--- src/rtl/sdq_pkg.sv ---
// Package: shared widths and types for the committed store drain queue.
// Assumes address and tag widths are fixed per chip and shared with the cache.
package sdq_pkg;
    localparam int SDQ_ADDR_W = 32;
    localparam int SDQ_TAG_W  = 8;

    typedef logic [SDQ_ADDR_W-1:0] sdq_addr_t;
    typedef logic [SDQ_TAG_W-1:0]  sdq_tag_t;
endpackage

--- src/rtl/sdq_ring.sv ---
// Module: circular store buffer with per-slot commit flags.
// Holds stores in program order between head and tail. It exposes the LANES
// oldest entries and removes pop_n of them at the clock edge.
// Assumes pop_n never exceeds the number of live entries (the selector ensures it).
module sdq_ring
    import sdq_pkg::*;
#(
    parameter int DEPTH = 8,
    parameter int LANES = 4,
    localparam int IDX_W = $clog2(DEPTH),
    localparam int CNT_W = $clog2(DEPTH + 1),
    localparam int BUD_W = $clog2(LANES + 1)
) (
    input  logic                   clk,
    input  logic                   rst_n,
    input  logic                   alloc_valid,
    input  sdq_addr_t              alloc_addr,
    input  sdq_tag_t               alloc_tag,
    output logic                   alloc_ready,
    output logic [IDX_W-1:0]       alloc_slot,
    input  logic                   commit_valid,
    input  logic [IDX_W-1:0]       commit_slot,
    input  logic [BUD_W-1:0]       pop_n,
    output logic [LANES-1:0]       cand_live,
    output logic [LANES-1:0]       cand_comm,
    output sdq_addr_t [LANES-1:0]  cand_addr,
    output sdq_tag_t  [LANES-1:0]  cand_tag
);
    logic [IDX_W-1:0] head_q, tail_q;
    logic [CNT_W-1:0] count_q;
    logic [DEPTH-1:0] valid_q, comm_q;
    sdq_addr_t        addr_q [DEPTH];
    sdq_tag_t         tag_q  [DEPTH];
    logic             do_alloc;

    // Ring index addition with wrap at DEPTH.
    function automatic logic [IDX_W-1:0] ring_add(input logic [IDX_W-1:0] base, input int unsigned off);
        int unsigned s;
        s = (int'(base) + off) % DEPTH;
        return IDX_W'(s);
    endfunction

    // Allocation is accepted only when a slot is free.
    always_comb begin
        alloc_ready = (count_q < CNT_W'(DEPTH));
        alloc_slot  = tail_q;
        do_alloc    = alloc_valid && alloc_ready;
    end

    // Present the LANES oldest entries, lane 0 being the head.
    for (genvar k = 0; k < LANES; k++) begin : g_cand
        logic [IDX_W-1:0] slot_k;
        assign slot_k       = ring_add(head_q, k);
        assign cand_live[k] = (CNT_W'(k) < count_q);
        assign cand_comm[k] = comm_q[slot_k];
        assign cand_addr[k] = addr_q[slot_k];
        assign cand_tag[k]  = tag_q[slot_k];
    end

    // Pointer, occupancy and flag update: commit first, pop clears, alloc writes last.
    always_ff @(posedge clk) begin
        if (!rst_n) begin
            head_q  <= '0;
            tail_q  <= '0;
            count_q <= '0;
            valid_q <= '0;
            comm_q  <= '0;
        end else begin
            if (commit_valid && valid_q[commit_slot]) begin
                comm_q[commit_slot] <= 1'b1;
            end
            for (int k = 0; k < LANES; k++) begin
                if (BUD_W'(k) < pop_n) begin
                    valid_q[ring_add(head_q, k)] <= 1'b0;
                    comm_q[ring_add(head_q, k)]  <= 1'b0;
                end
            end
            if (do_alloc) begin
                valid_q[tail_q] <= 1'b1;
                comm_q[tail_q]  <= 1'b0;
                tail_q          <= ring_add(tail_q, 1);
            end
            head_q  <= ring_add(head_q, int'(pop_n));
            count_q <= count_q + CNT_W'(do_alloc) - CNT_W'(pop_n);
        end
    end

    // Payload capture; data needs no reset.
    always_ff @(posedge clk) begin
        if (do_alloc) begin
            addr_q[tail_q] <= alloc_addr;
            tag_q[tail_q]  <= alloc_tag;
        end
    end

    AST_RING_BOUND: assert property (@(posedge clk) disable iff (!rst_n)
        count_q <= CNT_W'(DEPTH));
    AST_FULL_HOLDS: assert property (@(posedge clk) disable iff (!rst_n)
        (count_q == CNT_W'(DEPTH) && pop_n == '0) |=> count_q == CNT_W'(DEPTH));
    AST_POP_LIVE: assert property (@(posedge clk) disable iff (!rst_n)
        CNT_W'(pop_n) <= count_q);
endmodule

--- src/rtl/sdq_drain_sel.sv ---
// Module: in-order drain selector.
// Grants lane k only if every older lane is granted, the entry is live,
// committed and accepted by the cache, and the budget exceeds k.
// Assumes lane 0 is the oldest entry.
module sdq_drain_sel #(
    parameter int LANES = 4,
    localparam int BUD_W = $clog2(LANES + 1)
) (
    input  logic             clk,
    input  logic             rst_n,
    input  logic [LANES-1:0] live,
    input  logic [LANES-1:0] comm,
    input  logic [LANES-1:0] ok,
    input  logic [BUD_W-1:0] budget,
    output logic [LANES-1:0] go,
    output logic [BUD_W-1:0] go_n
);
    // Grant chain: a lane may go only behind a granted older lane.
    for (genvar k = 0; k < LANES; k++) begin : g_chain
        logic lane_fit;
        assign lane_fit = live[k] && comm[k] && ok[k] && (budget > BUD_W'(k));
        if (k == 0) begin : g_first
            assign go[k] = lane_fit;
        end else begin : g_rest
            assign go[k] = lane_fit && go[k-1];
        end
    end

    // Count of granted lanes, used to pop the ring and bump the pending count.
    always_comb begin
        go_n = '0;
        for (int k = 0; k < LANES; k++) begin
            go_n = go_n + BUD_W'(go[k]);
        end
    end

    AST_BUDGET_CAP: assert property (@(posedge clk) disable iff (!rst_n)
        $countones(go) <= int'(budget));
    for (genvar k = 0; k < LANES; k++) begin : g_chk
        AST_COMMITTED_ONLY: assert property (@(posedge clk) disable iff (!rst_n)
            go[k] |-> (comm[k] && live[k]));
        AST_CACHE_AGREES: assert property (@(posedge clk) disable iff (!rst_n)
            go[k] |-> ok[k]);
        if (k > 0) begin : g_run
            AST_LANE_RUN: assert property (@(posedge clk) disable iff (!rst_n)
                go[k] |-> go[k-1]);
        end
    end
endmodule

--- src/rtl/sdq_pending.sv ---
// Module: cycle counter and issued-but-incomplete store counter.
// Assumes PEND_W is wide enough for every store that can be in flight at once.
module sdq_pending #(
    parameter int LANES  = 4,
    parameter int PEND_W = 6,
    parameter int CYC_W  = 16,
    localparam int BUD_W = $clog2(LANES + 1)
) (
    input  logic              clk,
    input  logic              rst_n,
    input  logic [BUD_W-1:0]  issued_n,
    input  logic              done_valid,
    output logic [PEND_W-1:0] pend_count,
    output logic [CYC_W-1:0]  cyc_now
);
    logic [PEND_W-1:0] pend_q;
    logic [CYC_W-1:0]  cyc_q;
    logic              take_done;

    // A completion counts only when something is already outstanding.
    assign take_done = done_valid && (pend_q != '0);

    // Free-running cycle number, zero in the first cycle after reset.
    always_ff @(posedge clk) begin
        if (!rst_n) cyc_q <= '0;
        else        cyc_q <= cyc_q + CYC_W'(1);
    end

    // Outstanding store count.
    always_ff @(posedge clk) begin
        if (!rst_n) pend_q <= '0;
        else        pend_q <= pend_q + PEND_W'(issued_n) - PEND_W'(take_done);
    end

    assign pend_count = pend_q;
    assign cyc_now    = cyc_q;

    AST_CYC_STEP: assert property (@(posedge clk) disable iff (!rst_n)
        1'b1 |=> cyc_q == CYC_W'($past(cyc_q) + CYC_W'(1)));
    AST_DONE_AT_ZERO: assert property (@(posedge clk) disable iff (!rst_n)
        (done_valid && pend_q == '0 && issued_n == '0) |=> pend_q == '0);
    AST_PEND_GROWS: assert property (@(posedge clk) disable iff (!rst_n)
        !done_valid |=> pend_q == PEND_W'($past(pend_q) + PEND_W'($past(issued_n))));
endmodule

--- src/rtl/store_drain_queue.sv ---
// Module: committed store drain queue, top level.
// Ties the ring, the in-order selector and the pending counter together.
// The cache sees probe_addr and answers with cache_ok in the same cycle.
// Issued lanes leave at the following clock edge.
module store_drain_queue
    import sdq_pkg::*;
#(
    parameter int DEPTH  = 8,
    parameter int LANES  = 4,
    parameter int PEND_W = 6,
    parameter int CYC_W  = 16,
    localparam int IDX_W = $clog2(DEPTH),
    localparam int BUD_W = $clog2(LANES + 1)
) (
    input  logic                  clk,
    input  logic                  rst_n,
    input  logic                  alloc_valid,
    input  sdq_addr_t             alloc_addr,
    input  sdq_tag_t              alloc_tag,
    output logic                  alloc_ready,
    output logic [IDX_W-1:0]      alloc_slot,
    input  logic                  commit_valid,
    input  logic [IDX_W-1:0]      commit_slot,
    input  logic [BUD_W-1:0]      issue_budget,
    output sdq_addr_t [LANES-1:0] probe_addr,
    input  logic [LANES-1:0]      cache_ok,
    output logic [LANES-1:0]      iss_valid,
    output sdq_tag_t  [LANES-1:0] iss_tag,
    output logic [CYC_W-1:0]      iss_stamp,
    input  logic                  done_valid,
    output logic [PEND_W-1:0]     pend_count
);
    logic [LANES-1:0] cand_live, cand_comm;
    logic [BUD_W-1:0] go_n;

    sdq_ring #(.DEPTH(DEPTH), .LANES(LANES)) u_ring (
        .clk(clk), .rst_n(rst_n),
        .alloc_valid(alloc_valid), .alloc_addr(alloc_addr), .alloc_tag(alloc_tag),
        .alloc_ready(alloc_ready), .alloc_slot(alloc_slot),
        .commit_valid(commit_valid), .commit_slot(commit_slot),
        .pop_n(go_n),
        .cand_live(cand_live), .cand_comm(cand_comm),
        .cand_addr(probe_addr), .cand_tag(iss_tag)
    );

    sdq_drain_sel #(.LANES(LANES)) u_sel (
        .clk(clk), .rst_n(rst_n),
        .live(cand_live), .comm(cand_comm), .ok(cache_ok),
        .budget(issue_budget), .go(iss_valid), .go_n(go_n)
    );

    sdq_pending #(.LANES(LANES), .PEND_W(PEND_W), .CYC_W(CYC_W)) u_pend (
        .clk(clk), .rst_n(rst_n),
        .issued_n(go_n), .done_valid(done_valid),
        .pend_count(pend_count), .cyc_now(iss_stamp)
    );

    AST_NO_ISSUE_EMPTY: assert property (@(posedge clk) disable iff (!rst_n)
        !cand_live[0] |-> iss_valid == '0);
    AST_FULL_REFUSES: assert property (@(posedge clk) disable iff (!rst_n)
        (!alloc_ready && go_n == '0) |=> !alloc_ready);
endmodule

--- config.mk ---
export PLATFORM = sky130hd
export DESIGN_NAME = store_drain_queue
export DESIGN_NICKNAME = d
export VERILOG_FILES = /design/src/rtl/sdq_pkg.sv /design/src/rtl/sdq_ring.sv /design/src/rtl/sdq_drain_sel.sv /design/src/rtl/sdq_pending.sv /design/src/rtl/store_drain_queue.sv
export SDC_FILE = /design/constraint.sdc
export NUM_CORES = 1
export LEC_CHECK = 0
export BUFFER_PORTS_ARGS = -buffer_cell sky130_fd_sc_hd__clkbuf_2
export CORE_MARGIN = 2
export CORE_UTILIZATION = 60
export CTS_CLUSTER_DIAMETER = 60
export DETAILED_ROUTE_END_ITERATION = 6
export GPL_ROUTABILITY_DRIVEN = 0
export PLACE_DENSITY_LB_ADDON = 0.08
export SETUP_SLACK_MARGIN = 0.2
export SYNTH_ARGS = -nofsm -noshare
export SYNTH_HDL_FRONTEND = slang
export SYNTH_SLANG_ARGS = --single-unit
export TNS_END_PERCENT = 50
--- constraint.sdc ---
create_clock -name clk -period 9.5 [get_ports clk]
set_input_delay 0 -clock clk [delete_from_list [all_inputs] [get_ports clk]]
set_output_delay 0 -clock clk [all_outputs]
set_load 0.005 [all_outputs]
# [Yosys cells after proc, flatten, opt, wreduce, memory -nomap -nowiden]
# Memories as Yosys holds them, arrays and structs flattened. A register that Yosys moved wholly into a read port is not among the register bits.
# Index checks and enable logic that the tools add are counted.
# W data, S select, Z words.
[totals] register_bits=48 ramBits=320 in_bits=55 output_inout_bits=190 mem_count=2
[op_classes] n_addsub=13 n_lt_le_gt_ge=25 mux=46 bitwise_logic=16 n_reduce_logical=25
[memory_table] memory="u_ring.addr_q" depth=8 word_bits=32 read_ports=4 rd_ports_with_merged_regs=1 write_ports=1 line="sdq_ring.sv:32" text="sdq_addr_t addr_q [DEPTH];"
[memory_table] memory="u_ring.tag_q" depth=8 word_bits=8 read_ports=4 rd_ports_with_merged_regs=1 write_ports=1 line="sdq_ring.sv:33" text="sdq_tag_t tag_q [DEPTH];"
[ops] op="$mux W8" n=20
[ops] op="$and A8 B8 Y8" n=9
[ops] op="$not A8 Y8" n=5
[ops] op="$logic_and A1 B1 Y1" n=24
[ops] op="$lt A3 B4 Y1 const B" n=6
[ops] op="$demux W1 S3" n=6
[ops] op="$ge A3 B1 Y1 const B" n=6
[ops] op="$add A16 B1 Y16 const B" n=1
[ops] op="$or A8 B8 Y8" n=2
[ops] op="$bmux W1 S3" n=5
[ops] op="$mux W1" n=13
[ops] op="$lt A1 B4 Y1 const A" n=2
[ops] op="$lt A2 B4 Y1 const A" n=2
[ops] op="$add A3 B1 Y3" n=2
[ops] op="$add A3 B1 Y3 const B" n=2
[ops] op="$add A3 B2 Y3 const B" n=2
[ops] op="$add A6 B3 Y6" n=1
[ops] op="$gt A3 B1 Y1 const B" n=2
[ops] op="$gt A3 B2 Y1 const B" n=2
[ops] op="$lt A1 B3 Y1 const A" n=2
[ops] op="$lt A2 B3 Y1 const A" n=2
[ops] op="$mux W3" n=2
[ops] op="$reduce_bool A6 Y1" n=1
[ops] op="$sub A6 B1 Y6" n=1
[ops] op="other kinds (5)" n=5

# [Depth between registers and ports, before layout]
[logic_depth] depth_word=24 mapped_depth=22 depth_no_buf=18

# [Modules after synthesis]
# A second synthesis with hierarchy kept.
[unflattened] hier_cells=1207 hier_area_um2=20308.2
[modules_own_cells] module="sdq_ring" instances=1 cells_per_inst=1060 area_per_inst_um2=18977.0 seq_area_each_um2=10129.7
[modules_own_cells] module="sdq_pending" instances=1 cells_per_inst=130 area_per_inst_um2=1218.7 seq_area_each_um2=440.4
[modules_own_cells] module="sdq_drain_sel" instances=1 cells_per_inst=17 area_per_inst_um2=112.6 seq_area_each_um2=0.0

# [Least setup slack after synthesis]
# OpenSTA, ideal clock, no wires.
[synth_path] kind="register to register" from="register u_ring.head_q[1]" to="register u_pend.pend_q[5], in the netlist u_pend.pend_count[5]" setup_time_ps=128 arrival_time_ps=4810 setup_slack_ps=4563 path_stages_with_launch=23 n_path_buf=4 path_cell_list="dfxtp_1 > buf_2 > clkinv_1 > buf_2 > buf_1 > ha_1 > buf_4 > mux4_2 > nand2_1 > a211o_1 > nor4_4 > nand4_1 > fa_1 > ha_1 > inv_1 > ha_1 > inv_1 > ha_1 > a21o_1 > a21oi_1 > o21bai_1 > nand4_1 > o211ai_1"
[synth_via] elab_chain_len=12 word_cells_on_any_way=31
[synth_rtl] element="start: declaration" line="sdq_ring.sv:29" text="logic [IDX_W-1:0] head_q, tail_q;"
[synth_rtl] element="start signal: assignment" line="sdq_ring.sv:83" text="head_q <= ring_add(head_q, int'(pop_n));"
[synth_rtl] element="$add A3 B1 Y3" line="sdq_ring.sv:39" text="s = (int'(base) + off) % DEPTH;"
[synth_rtl] element="$bmux W1 S3" line="sdq_ring.sv:55" text="assign cand_comm[k] = comm_q[slot_k];"
[synth_rtl] element="$mux W1 (not written as such)" line="sdq_ring.sv:55"
[synth_rtl] element="$logic_and A1 B1 Y1 (3 in a row)" line="sdq_drain_sel.sv:21" text="assign lane_fit = live[k] && comm[k] && ok[k] && (budget > BUD_W'(k));"
[synth_rtl] element="$logic_and A1 B1 Y1" line="sdq_drain_sel.sv:25" text="assign go[k] = lane_fit && go[k-1];"
[synth_rtl] element="$logic_and A1 B1 Y1 (*)" line="sdq_drain_sel.sv:25"
[synth_rtl] element="net iss_valid[2]" line="store_drain_queue.sv:27" text="output logic [LANES-1:0] iss_valid,"
[synth_rtl] element="$add A3 B1 Y3 or $logic_and A1 B1 Y1 (tied branches)" line="sdq_drain_sel.sv:33, sdq_drain_sel.sv:25"
[synth_rtl] element="$add A3 B1 Y3 (*)" line="sdq_drain_sel.sv:33" text="go_n = go_n + BUD_W'(go[k]);"
[synth_rtl] element="$add A6 B3 Y6 (*)" line="sdq_pending.sv:32" text="else pend_q <= pend_q + PEND_W'(issued_n) - PEND_W'(take_done);"
[synth_rtl] element="$sub A6 B1 Y6 (*)" line="sdq_pending.sv:32"
[synth_rtl] element="end signal: assignment" line="sdq_pending.sv:32"
[synth_rtl] element="end: declaration" line="sdq_pending.sv:16" text="logic [PEND_W-1:0] pend_q;"
# The timed path passes the listed nets; every way through them passes the cells marked *. The select of a mux whose other input is x is not followed.
# A chain may end at the register's enable or synchronous reset.

# [Worst setup path after layout]
[layout_path] from="register u_ring.head_q[1]" to="register u_pend.pend_q[5], in the netlist u_pend.pend_count[5]"
[layout_via] elab_chain_len=12 word_cells_on_any_way=31
[layout_rtl] element="$add A3 B1 Y3" line="sdq_ring.sv:39"
[layout_rtl] element="$bmux W1 S3" line="sdq_ring.sv:55"
[layout_rtl] element="$mux W1 (not written as such)" line="sdq_ring.sv:55"
[layout_rtl] element="$logic_and A1 B1 Y1 (3 in a row)" line="sdq_drain_sel.sv:21"
[layout_rtl] element="$logic_and A1 B1 Y1" line="sdq_drain_sel.sv:25"
[layout_rtl] element="$add A1 B1 Y2 or $logic_and A1 B1 Y1 (tied branches)" line="sdq_drain_sel.sv:33, sdq_drain_sel.sv:25"
[layout_rtl] element="$add A3 B1 Y3 or $logic_and A1 B1 Y1 (tied branches)" line="sdq_drain_sel.sv:33, sdq_drain_sel.sv:25"
[layout_rtl] element="$add A3 B1 Y3 (*)" line="sdq_drain_sel.sv:33"
[layout_rtl] element="$add A6 B3 Y6 (*)" line="sdq_pending.sv:32"
[layout_rtl] element="$sub A6 B1 Y6 (*)" line="sdq_pending.sv:32"
# Every way passes the cells marked *; elsewhere a longest branch is shown, timed or not. The select of a mux whose other input is x is not followed.

==> results.ini <==
[setup_path]
r2r-end = u_pend.pend_count[5]$_SDFF_PN0_
cp-start-kind = flop
worstPathArrival_ps = 6260
reg2reg_slack_ps = 3630
crit_type = flop to flop
r2r_start = u_ring.head_q[1]$_SDFF_PN0_
worst-path-max-fanout = 49
rr_worst_depth = 18
crit_path_end_kind = flop
cp.required_ps = 9900
cp-endpoint = u_pend.pend_count[5]$_SDFF_PN0_
cp-startpoint = u_ring.head_q[1]$_SDFF_PN0_

[power]
p_int_uw = 3020
p_switching_uw = 936
seq_power_share_pct = 48.1
vdd_drop_max_mv = 0.159
leakage_uw = 0.00821
p_comb_share_pct = 12.7
sw_frac_of_total_pct = 23.7
power_density_nw_per_um2 = 166
clkPwrFrac_pct = 39.1

[detailed_routing]
avgViaCountPerCell = 6.36
drcViolationCount = 0
via_count = 12600
drt_iter0_drc = 1013
first_pass_iters = 6
wire_per_inst_um = 24.7
drt_wl_total_um = 48800
antenna_left = 0

[sta]
drv_slew = 0
relSlewSlack_pct = 19.1
fin_crit_ps = 5870
tightest_slew_ps = 1210
rsz0062_at_grt = no
setup_viol = 0
finalCritPeriodShare_pct = 61.7
skew_ps = 14.5
finalSetupTns_ps = 0
final_hold_viol_count = 0
clock.fmax_mhz = 170

[final_layout]
fill_cells = 2272
layout-drive-gt1-share_pct = 54.1
layout_commonest_cell = mux2_2
area_delta_synth_final_pct = 16.6
stdcell_count = 1975
final_cell_mix = mux2_2, edfxtp_1, clkbuf_2
final_nets = 1578

[clock_network]
cts_tree = yes
postCtsSetupBuffers = 0
clockBufferDepth = 3
cts-root-buf = clkbuf_16
cts_max_level = 2
cts.clk_slew.worst_paths_ps = 60
cts_resized = 0
clk_latency_ps = 530
clock_sinks = 368
numCtsBuffers = 41

[yosys]
synthCells = 1227
synth_area_leaders = edfxtp_1, mux4_2, mux2_2, dfxtp_1, ha_1
synth_edf_count = 320
synthFlopType = edfxtp_1
synthArstFlopShare_pct = 0
seq_area_frac_synth_pct = 51.8
yosys.area.top_type_share_pct = 47.1
syn_nets = 1312
synth_top_cell_by_area = edfxtp_1
ys_seq_elements = 368
syn_avg_cell_area_um2 = 16.6
syn_area_um2 = 20400
yosys_warnings = 0
post_synth_num_cell_types = 52

[floorplanning]
core-area_um2 = 33500
die_area_um2 = 35500
start_util_pct = 60.8
die_w_um = 188
die_height_um = 188
std_cell_rows = 67
ios = 245

[job]
drv_cap = 0

[global_route]
grt_pass1_vias = 13000
antenna_found_initial = 1
grt_max_degree = 215
grt_first_pass_wirelength_um = 74900
track_usage_pct = 27.6
grt.overflow.total = 0

[placement]
post-place-cells = 1852
numPortBuffers = 244
dpl.hpwl_um = 28200

[outcome]
status = completed

[hold_path]
hold_path.class = input port to flop

[what timing repair did]
action	4_1_cts	5_1_grt
hold buffers	46	0
setup endpoints to repair	0	0
endpoints found under the hold margin	327	0
[through the flow]
step	power (uW)	setup WS [ps]	cell area (um2)	hold WS, ps	util [%]
floorplan	2230	4560	20400	98.9	-
global placement	2410	3730	22000	276	65.6
detailed placement	2420	3560	22000	282	65.6
CTS	3980	3570	23800	15.3	70.9
global route	4100	3310	23800	86.2	70.9
finish	3950	3630	23800	26.6	70.9
[power groups by stage]
stage,Combinational [uW],Clock [uW],Sequential (uW)
global route,554,1630,1910
finish,504,1550,1900
CTS,508,1570,1900
global placement,478,0,1930
floorplan,300,0,1930
detailed placement,489,0,1930
[synthesized netlist by cell type, types with 7 or more instances]
master / n
inv_1: 31
edfxtp_1: 320
and2_1: 24
mux4_1: 8
a21o_1: 7
mux2_2: 322
o21ai_0: 13
clkbuf_1: 22
buf_2: 48
nor2b_1: 15
ha_1: 26
a21oi_1: 17
nand3_1: 8
mux4_2: 163
nand2_1: 27
dfxtp_1: 48
nor4b_1: 8
xnor2_1: 18
nor2_1: 25
[kinds of logic (layout without fill, tap and decap cells)]
kind of cell	count (synthesis)	in the layout	share of synthesized area [%]
buffers and inverters	117	416	2.65
other	0	1	0
multiplexers	497	497	37.0
XOR/XNOR	27	27	1.27
AND/OR/NAND/NOR	132	132	3.54
AO/OA/AOI/OAI	56	56	1.72
flip-flops	368	368	51.8
adder cells (fa/ha/maj)	30	30	1.99
[worst min-delay path by stage]
stage / startpoint / to / slack [ps] / cells after the start
floorplan: alloc_addr[0] / u_ring.addr_q[0][0]$_DFFE_PP_ / 100 / 0
detailed placement: alloc_addr[26] / u_ring.addr_q[6][26]$_DFFE_PP_ / 280 / 1
CTS: alloc_valid / u_ring.alloc_slot[1]$_SDFFE_PN0P_ / 20 / 4
finish: alloc_valid / u_ring.alloc_slot[1]$_SDFFE_PN0P_ / 30 / 4
global placement: alloc_addr[24] / u_ring.addr_q[4][24]$_DFFE_PP_ / 280 / 1
global route: alloc_valid / u_ring.alloc_slot[1]$_SDFFE_PN0P_ / 90 / 4
[registers in the layout, indices dropped and copies added (netlist names), 4 cells and up]
signal and count:
u_ring.count_q 4, u_ring.tag_q 64, u_ring.addr_q 256, u_pend.cyc_now 16
u_pend.pend_count 6, u_ring.valid_q 8, u_ring.comm_q 8
[worst max-delay path: stages (launching register included)]
cell	delay, ps
dfxtp_4	1010
inv_2	120
buf_4	450
ha_2	450
buf_4	630
mux2i_1	240
nor4_4	350
nand4_1	180
fa_1	450
ha_1	330
inv_1	110
ha_1	330
inv_1	50
ha_1	280
a21o_1	180
a21oi_1	220
o21bai_1	110
nand4_1	90
o211ai_1	100
[layout make-up]
class	instances	area, um2	share of cell area, %
Multi-Input combinational cell	742	9380	39.4
Clock inverter	24	171	0.721
Timing Repair Buffer	306	1810	7.63
Sequential cell	368	10600	44.5
Tap cell	448	561	2.36
Antenna cell	1	2.50	0.0105
Inverter	34	129	0.542
Clock buffer	52	1150	4.86
[per-layer routing]
metal	vias up	track usage [%]	share of wire (%)
met1	6441	37.2	40
met3	98	4.75	7.0
met5	-	0	0
li1	5505	-	-
met4	0	8.26	2.5
met2	521	46.6	50
Power figures use the tool's default switching activity.
